[src/rtl/coef_win_pkg.sv]
package coef_win_pkg;
   localparam int COEF_BYTES = 3;
   localparam int COEF_W     = COEF_BYTES * 8;

   localparam logic [7:0] A_INDEX = 8'h61;
   localparam logic [7:0] A_STG0  = 8'h62;  // first staging byte, most significant
   localparam logic [7:0] A_EXEC  = 8'h65;
   localparam logic [7:0] A_RB0   = 8'h66;  // first read-back byte, most significant

   typedef logic [COEF_W-1:0] coef_t;

   function automatic int lane_lsb(input int lane);
      return (COEF_BYTES - 1 - lane) * 8;
   endfunction
endpackage

[src/rtl/coef_stage.sv]
module coef_stage
   import coef_win_pkg::*;
#(
   parameter int IDX_W = 6
) (
   input  logic             clk,
   input  logic             rst_n,
   input  logic             wr,
   input  logic [7:0]       addr,
   input  logic [7:0]       wdata,
   input  logic             lock,
   output logic [IDX_W-1:0] idx,
   output coef_t            word
);
   always_ff @(posedge clk) begin
      if (!rst_n)
         idx <= '0;
      else if (wr && !lock && addr == A_INDEX)
         idx <= wdata[IDX_W-1:0];
   end

   for (genvar g = 0; g < COEF_BYTES; g++) begin : g_lane
      always_ff @(posedge clk) begin
         if (!rst_n)
            word[lane_lsb(g) +: 8] <= '0;
         else if (wr && !lock && addr == A_STG0 + 8'(g))
            word[lane_lsb(g) +: 8] <= wdata;
      end
   end
endmodule

[src/rtl/coef_commit.sv]
module coef_commit
   import coef_win_pkg::*;
#(
   parameter int IDX_W       = 6,
   parameter int BUSY_CYCLES = 5000
) (
   input  logic             clk,
   input  logic             rst_n,
   input  logic             start,
   input  logic [IDX_W-1:0] idx,
   input  coef_t            word,
   output logic             busy,
   output logic             we,
   output logic [IDX_W-1:0] waddr,
   output coef_t            wdata
);
   localparam int CNT_W = $clog2(BUSY_CYCLES);

   logic [CNT_W-1:0] remain;

   always_ff @(posedge clk) begin
      if (!rst_n) begin
         busy   <= 1'b0;
         remain <= '0;
         waddr  <= '0;
         wdata  <= '0;
      end else if (busy) begin
         if (remain == '0)
            busy <= 1'b0;
         else
            remain <= remain - 1'b1;
      end else if (start) begin
         busy   <= 1'b1;
         remain <= CNT_W'(BUSY_CYCLES - 1);
         waddr  <= idx;
         wdata  <= word;
      end
   end

   assign we = busy && (remain == '0);
endmodule

[src/rtl/coef_rdmux.sv]
module coef_rdmux
   import coef_win_pkg::*;
#(
   parameter int IDX_W = 6
) (
   input  logic [7:0]       addr,
   input  logic [IDX_W-1:0] idx,
   input  coef_t            word,
   input  logic             busy,
   input  coef_t            ram_word,
   output logic [7:0]       rdata
);
   always_comb begin
      rdata = '0;
      if (addr == A_INDEX) rdata = 8'(idx);
      if (addr == A_EXEC)  rdata = {7'b0, busy};
      for (int g = 0; g < COEF_BYTES; g++) begin
         if (addr == A_STG0 + 8'(g)) rdata = word[lane_lsb(g) +: 8];
         if (addr == A_RB0 + 8'(g))  rdata = ram_word[lane_lsb(g) +: 8];
      end
   end
endmodule

[src/rtl/coef_window.sv]
module coef_window
   import coef_win_pkg::*;
#(
   parameter int IDX_W    = 6,
   parameter int CLK_MHZ  = 50,
   parameter int BUSY_US  = 100,
   parameter bit READ_REG = 1'b0
) (
   input  logic             clk,
   input  logic             rst_n,
   input  logic [7:0]       reg_addr,
   input  logic [7:0]       reg_wdata,
   input  logic             reg_wr,
   output logic [7:0]       reg_rdata,
   output logic             ram_we,
   output logic [IDX_W-1:0] ram_waddr,
   output logic [23:0]      ram_wdata,
   output logic [IDX_W-1:0] ram_raddr,
   input  logic [23:0]      ram_rdata
);
   localparam int BUSY_CYCLES = CLK_MHZ * BUSY_US;

   if (IDX_W < 1 || IDX_W > 8) begin : g_bad_idx
      $error("coef_window: IDX_W must be 1..8");
   end
   if (BUSY_CYCLES < 2) begin : g_bad_busy
      $error("coef_window: busy interval must be at least 2 cycles");
   end

   logic             busy;
   logic [IDX_W-1:0] idx_q;
   coef_t            word_q;
   logic             start;
   logic [7:0]       rd_comb;

   assign start = reg_wr && (reg_addr == A_EXEC) && reg_wdata[0] && !busy;

   coef_stage #(.IDX_W(IDX_W)) u_stage (
      .clk(clk), .rst_n(rst_n), .wr(reg_wr), .addr(reg_addr),
      .wdata(reg_wdata), .lock(busy), .idx(idx_q), .word(word_q)
   );

   coef_commit #(.IDX_W(IDX_W), .BUSY_CYCLES(BUSY_CYCLES)) u_commit (
      .clk(clk), .rst_n(rst_n), .start(start), .idx(idx_q), .word(word_q),
      .busy(busy), .we(ram_we), .waddr(ram_waddr), .wdata(ram_wdata)
   );

   coef_rdmux #(.IDX_W(IDX_W)) u_rdmux (
      .addr(reg_addr), .idx(idx_q), .word(word_q), .busy(busy),
      .ram_word(ram_rdata), .rdata(rd_comb)
   );

   assign ram_raddr = idx_q;

   if (READ_REG) begin : g_rd_reg
      logic [7:0] rdata_q;
      always_ff @(posedge clk) begin
         if (!rst_n) rdata_q <= '0;
         else        rdata_q <= rd_comb;
      end
      assign reg_rdata = rdata_q;
   end else begin : g_rd_comb
      assign reg_rdata = rd_comb;
   end
endmodule

[config.mk]
export PLATFORM = sky130hd
export DESIGN_NAME = coef_window
export DESIGN_NICKNAME = d
export VERILOG_FILES = /design/src/rtl/coef_win_pkg.sv /design/src/rtl/coef_stage.sv /design/src/rtl/coef_commit.sv /design/src/rtl/coef_rdmux.sv /design/src/rtl/coef_window.sv
export SDC_FILE = /design/constraint.sdc
export NUM_CORES = 1
export LEC_CHECK = 0
export BUFFER_PORTS_ARGS = -buffer_cell sky130_fd_sc_hd__buf_2
export CAP_MARGIN = 5
export CORE_UTILIZATION = 55
export CTS_BUF_LIST = sky130_fd_sc_hd__clkbuf_2
export DETAILED_ROUTE_END_ITERATION = 16
export PLACE_DENSITY = 0.78
export SLEW_MARGIN = 15
export SYNTH_ARGS = -nofsm -noshare
export SYNTH_HDL_FRONTEND = slang
export SYNTH_SLANG_ARGS = --single-unit
[constraint.sdc]
create_clock -name clk -period 2.88 [get_ports clk]
set_clock_uncertainty 0.1 [all_clocks]
set_input_delay 0.72 -clock clk [delete_from_list [all_inputs] [get_ports clk]]
set_output_delay 0.72 -clock clk [all_outputs]
set_load 0.02 [all_outputs]
Word level (Yosys, flattened, before mapping) --
Index checks and enable logic that the tools add are counted.
Word-level totals: bits in registers 74, bits in latches 0, RAM bits 0, bits in read-only memories 0, bits of input ports 43, output and inout port bits 45, logic and storage cells 47, memories 0
Operators by class: add/subtract/negate cells 1, multipliers 0, divide/modulo/power cells 0, magnitude comparators 0, equality and inequality tests 9, shift-type cells 0, mux-type cells 14, bitwise gates (word level) 1, reductions and logical operators 14
Operators with widths (count):
- $eq 8x7->1 const B | 8
- $mux 8 | 6
- $mux 13 | 3
- $logic_not 13->1 | 1
- $sub 13x1->13 const B | 1
- $mux 6 | 2
- $logic_and 1x1->1 | 9
- $reduce_and 2->1 | 2
- $mux 1 | 3
- $ne 2x2->1 const B | 1
- $reduce_bool 2->1 | 1
- $logic_not 1->1 | 1
- $not 1->1 | 1

Depth between registers and ports, before layout --
depth in word-level cells 9, gate-level depth with buffers 7, gate-level depth less buffers 6

By module --
Synthesis repeated with hierarchy kept, for this count alone.
Unflattened totals: cells, all modules 446, area, all modules 3724.8 sq um
Modules (own cells, without submodules):
- coef_commit | times used 1, cells an instance 217, area each 1767.9 sq um, sequential area each 880.8 sq um
- coef_stage | times used 1, cells an instance 111, area each 1174.9 sq um, sequential area each 600.6 sq um
- coef_rdmux | times used 1, cells an instance 114, area each 747.0 sq um, sequential area each 0.0 sq um
- coef_window | times used 1, cells an instance 4, area each 35.0 sq um, sequential area each 0.0 sq um

Worst setup path before layout --
Ideal clock, no wire load.
path kind input -> output, from input reg_addr[1], to output reg_rdata[3], arrival time 2.413 ns, required time 2.060 ns, setup slack -0.353 ns, stages 7, buffers on the path 3, path through clkbuf_1 > and2_1 > clkbuf_1 > clkbuf_1 > a21oi_1 > o21a_1 > a221oi_1
On the way: word-level cells in the longest chain between the ends 9, elaborated cells on any way between the ends 16, classes of those cells eq/ne: 8; mux: 8
Ends and longest elaborated chain:
- from (decl) | line coef_window.sv:11 | input logic [7:0] reg_addr,
- $eq 8x7->1 | line coef_rdmux.sv:15 | if (addr == A_INDEX) rdata = 8'(idx);
- $mux 6 | line coef_rdmux.sv:15
- $mux 6 | line coef_rdmux.sv:16 | if (addr == A_EXEC) rdata = {7'b0, busy};
- $mux 8 | line coef_rdmux.sv:18 | if (addr == A_STG0 + 8'(g)) rdata = word[lane_lsb(g) +: 8];
- $mux 8 | line coef_rdmux.sv:19 | if (addr == A_RB0 + 8'(g)) rdata = ram_word[lane_lsb(g) +: 8];
- $mux 8 | line coef_rdmux.sv:18
- $mux 8 | line coef_rdmux.sv:19
- $mux 8 | line coef_rdmux.sv:18
- $mux 8 * | line coef_rdmux.sv:19
- to (decl) | line coef_window.sv:14 | output logic [7:0] reg_rdata,
Every way passes the cells marked *; elsewhere a longest branch is shown, timed or not.

Worst setup path in the final report --
from register u_commit.remain[4], to output ram_we
On the way: word-level cells in the longest chain between the ends 2
Ends and longest elaborated chain:
- from (decl) | line coef_commit.sv:19 | logic [CNT_W-1:0] remain;
- from (signal assigned) | line coef_commit.sv:31 | remain <= remain - 1'b1;
- from (signal assigned) | line coef_commit.sv:34 | remain <= CNT_W'(BUSY_CYCLES - 1);
- $logic_not 13->1 | line coef_commit.sv:40 | assign we = busy && (remain == '0);
- $logic_and 1x1->1 | line coef_commit.sv:40
- to (decl) | line coef_window.sv:15 | output logic ram_we,
Every way passes these cells.

==> metrics.yaml <==
run_status:
  outcome: "finished, final reports clean"
clocking:
  clock_latency_ns: 0.52
  cts.sinks: 74
  hold_buffers: 0
  ctsHtreeMaxLevel: 3
  path_clk_slew_ns: 0.22
  cts_buffers: 9
  root_buffer: "clkbuf_2"
  tritoncts: "done"
  clock_tree.buffer_depth: 2
routing:
  drtPass1Iterations: 5
  wl_met2_mm: 4.437
  drt_iter0_markers: 286
  finalWirelength_mm: 9.346
  drcViolationCount: 0
  wl_per_cell_um: 15.79
  via_per_inst: 5.689
  ant_nets: 0
  num_vias: 3368
  dr.max_layer_used: "met4"
  wl_met1_mm: 4.304
  wl_met3_um: 407
power:
  ir_drop_mv: 0.3229
  combPwrFrac: 0.094
  power_switching_uw: 480.8
  powerDensity_nw_per_um2: 409.0
  clockPowerShare: 0.327
  seqPwrFrac: 0.579
  switching_share: 0.2713
  p_leak_uw: 0.001916
  p_int_uw: 1291
global_routing:
  grt_usage: 0.3002
  grt_overflow: 0
  antenna_found_initial: 0
  grt_max_degree: 43
  grt_pass1_wl_mm: 14.84
  grt_pass1_vias: 3071
timing:
  fmax_mhz: 349.3
  tightest_slew_ns: 0.6616
  setup_viol: 0
  finalMaxSlewViolations: 0
  tns_ns: 0
  hold_viol: 0
  slew_headroom: 0.5562
  min_period_over_period: 0.9941
  rsz0062_at_grt: "true"
  period_minus_slack_ns: 2.863
layout:
  nNetsFinal: 557
  fin_cells: 592
  final_cell_mix: "buf_2 (83), nand2_1 (71), dfxtp_1 (68)"
  drive_above_1_share: 0.3075
  layout.cells.most_common: "buf_2"
  fillCellCount: 475
  antenna_cells: 0
  areaGrowthSynthToFinish_pct: 26.90
floorplan:
  start_util: 0.5733
  core-area_um2: 5956
  fp.dieArea_um2: 6527
  die_h_um: 80.79
  ioPinCount: 88
  dieWidth_um: 80.79
  num_rows: 28
job:
  maxCapViolations: 0
logic_synthesis:
  synth.avg_cell_area_um2: 8.188
  synth_edf_count: 0
  yosysWarnings: 0
  synth_seq_cells: 74
  synth_nets: 462
  synth-async-reset-ratio: 0
  netlist_area_um2: 3415
  synth_top_area_frac: 0.4339
  synth-main-ff-cell: "dfxtp_1"
  synth_area_leaders: "dfxtp_1 (43%), mux2i_1 (9.4%), a21oi_1 (7.9%), nand2_1 (7.8%), nor2_1 (4.0%)"
  synth.distinct_cells: 42
  synthCells: 417
  ys_seq_area_frac: 0.4339
  yosys.area.top_type: "dfxtp_1"
place:
  gp_congestion: 0.9395
  numPlacedInstances: 572
  port_buffers: 87
  dp_hpwl_mm: 6.773
critical_path:
  endpoint_kind: "primary output"
  path_max_fanout: 2
  crit_path_start_kind: "register"
  cp.required_ns: 2.06
  r2r_cells: 5
  critical_path_class: "reg -> out"
  crit_arrival_ns: 2.04
hold_path:
  holdPathStages: 2
  holdCritPathClass: "in -> reg"
==> cells in the mapped netlist, drive strengths merged (3+ instances only) <==
master and count:
a221oi 8, nor3 6, o21a 7, o31ai 8
nand2 71, nor2b 5, mux2i 32, a31oi 5
nor2 36, dfxtp 74, o31a 3, a21oi 54
nand2b 6, o22ai 9, or4 10, nand4 4
inv 9, clkbuf 29, o21ai 12, and3 5
==> critical path, stage by stage, from the launching register on <==
cell     delay (ns)
dfxtp_4        0.38
or4_4          0.54
or3_4          0.40
nor2_4         0.09
buf_6          0.12
==> final cells by class <==
| type | instances | area [um^2] | area share |
|---|---|---|---|
| multi-input cells | 304 | 1907 | 0.4401 |
| inverters | 9 | 33.78 | 0.007797 |
| well taps | 75 | 93.84 | 0.02166 |
| clock buffers | 9 | 45.04 | 0.01040 |
| clock inverters | 7 | 68.82 | 0.01588 |
| repair buffers | 114 | 693.2 | 0.1600 |
| flip-flops and latches | 74 | 1491 | 0.3442 |
==> timing repair <==
item / CTS / global route
setup buffers: 4 / 0
gates resized for setup: 13 / 16
hold endpoints to repair: 0 / 0
endpoints found under the setup margin: 5 / 9
pin swaps: 2 / 4
==> flip-flops by register name (all words and copies together) (netlist names) <==
name             flops
u_stage.idx          6
u_commit.busy        1
u_commit.waddr       6
u_stage.word        24
u_commit.wdata      24
u_commit.remain     13
==> routing by layer <==
metal | vias to the layer above | global-route usage
met5 | - | 0
met4 | 0 | 0.1161
met3 | 18 | 0.05506
met2 | 111 | 0.4839
met1 | 1570 | 0.3981
li1 | 1669 | -
==> worst paths after layout <==
check,slack [ns],to,start
worst min-delay path,0.35,u_commit.remain[12],rst_n
worst max-delay path,0.02,ram_we,u_commit.remain[4]
worst max register to register,0.51,u_commit.remain[11],u_commit.remain[4]
worst min register to register,0.36,u_commit.waddr[2],u_commit.waddr[2]
==> per-stage QoR <==
step / instance area [um^2] / setup WS (ns) / total power (uW) / utilization / hold WS, ns
after floorplan: 3512 / 0.03730 / 1135 / - / 0.3463
after global placement: 4128 / 0.008001 / 1207 / 0.6931 / 0.3347
after detailed placement: 4128 / -0.01783 / 1207 / 0.6931 / 0.3428
after CTS: 4302 / -0.009317 / 1767 / 0.7223 / 0.3229
after global routing: 4333 / -0.06300 / 1835 / 0.7275 / 0.3014
final: 4333 / 0.01695 / 1772 / 0.7275 / 0.3490
==> cell families after synthesis <==
family | share of synthesized area
simple gates | 0.2184
fa+ha+maj | 0.007328
flops | 0.4339
buf+inv | 0.04434
mux | 0.09381
compound gates | 0.1997
xor+xnor | 0.002566
==> power groups by stage <==
stage | sequential [uW] | clock, uW | combinational, uW
after global routing | 1030 | 629 | 179
final | 1030 | 579 | 167
after floorplan | 1050 | 0 | 87.5
after CTS | 1030 | 580 | 161
after global placement | 1050 | 0 | 160
after detailed placement | 1050 | 0 | 160
No activity file was read; power rests on OpenSTA's default activity.
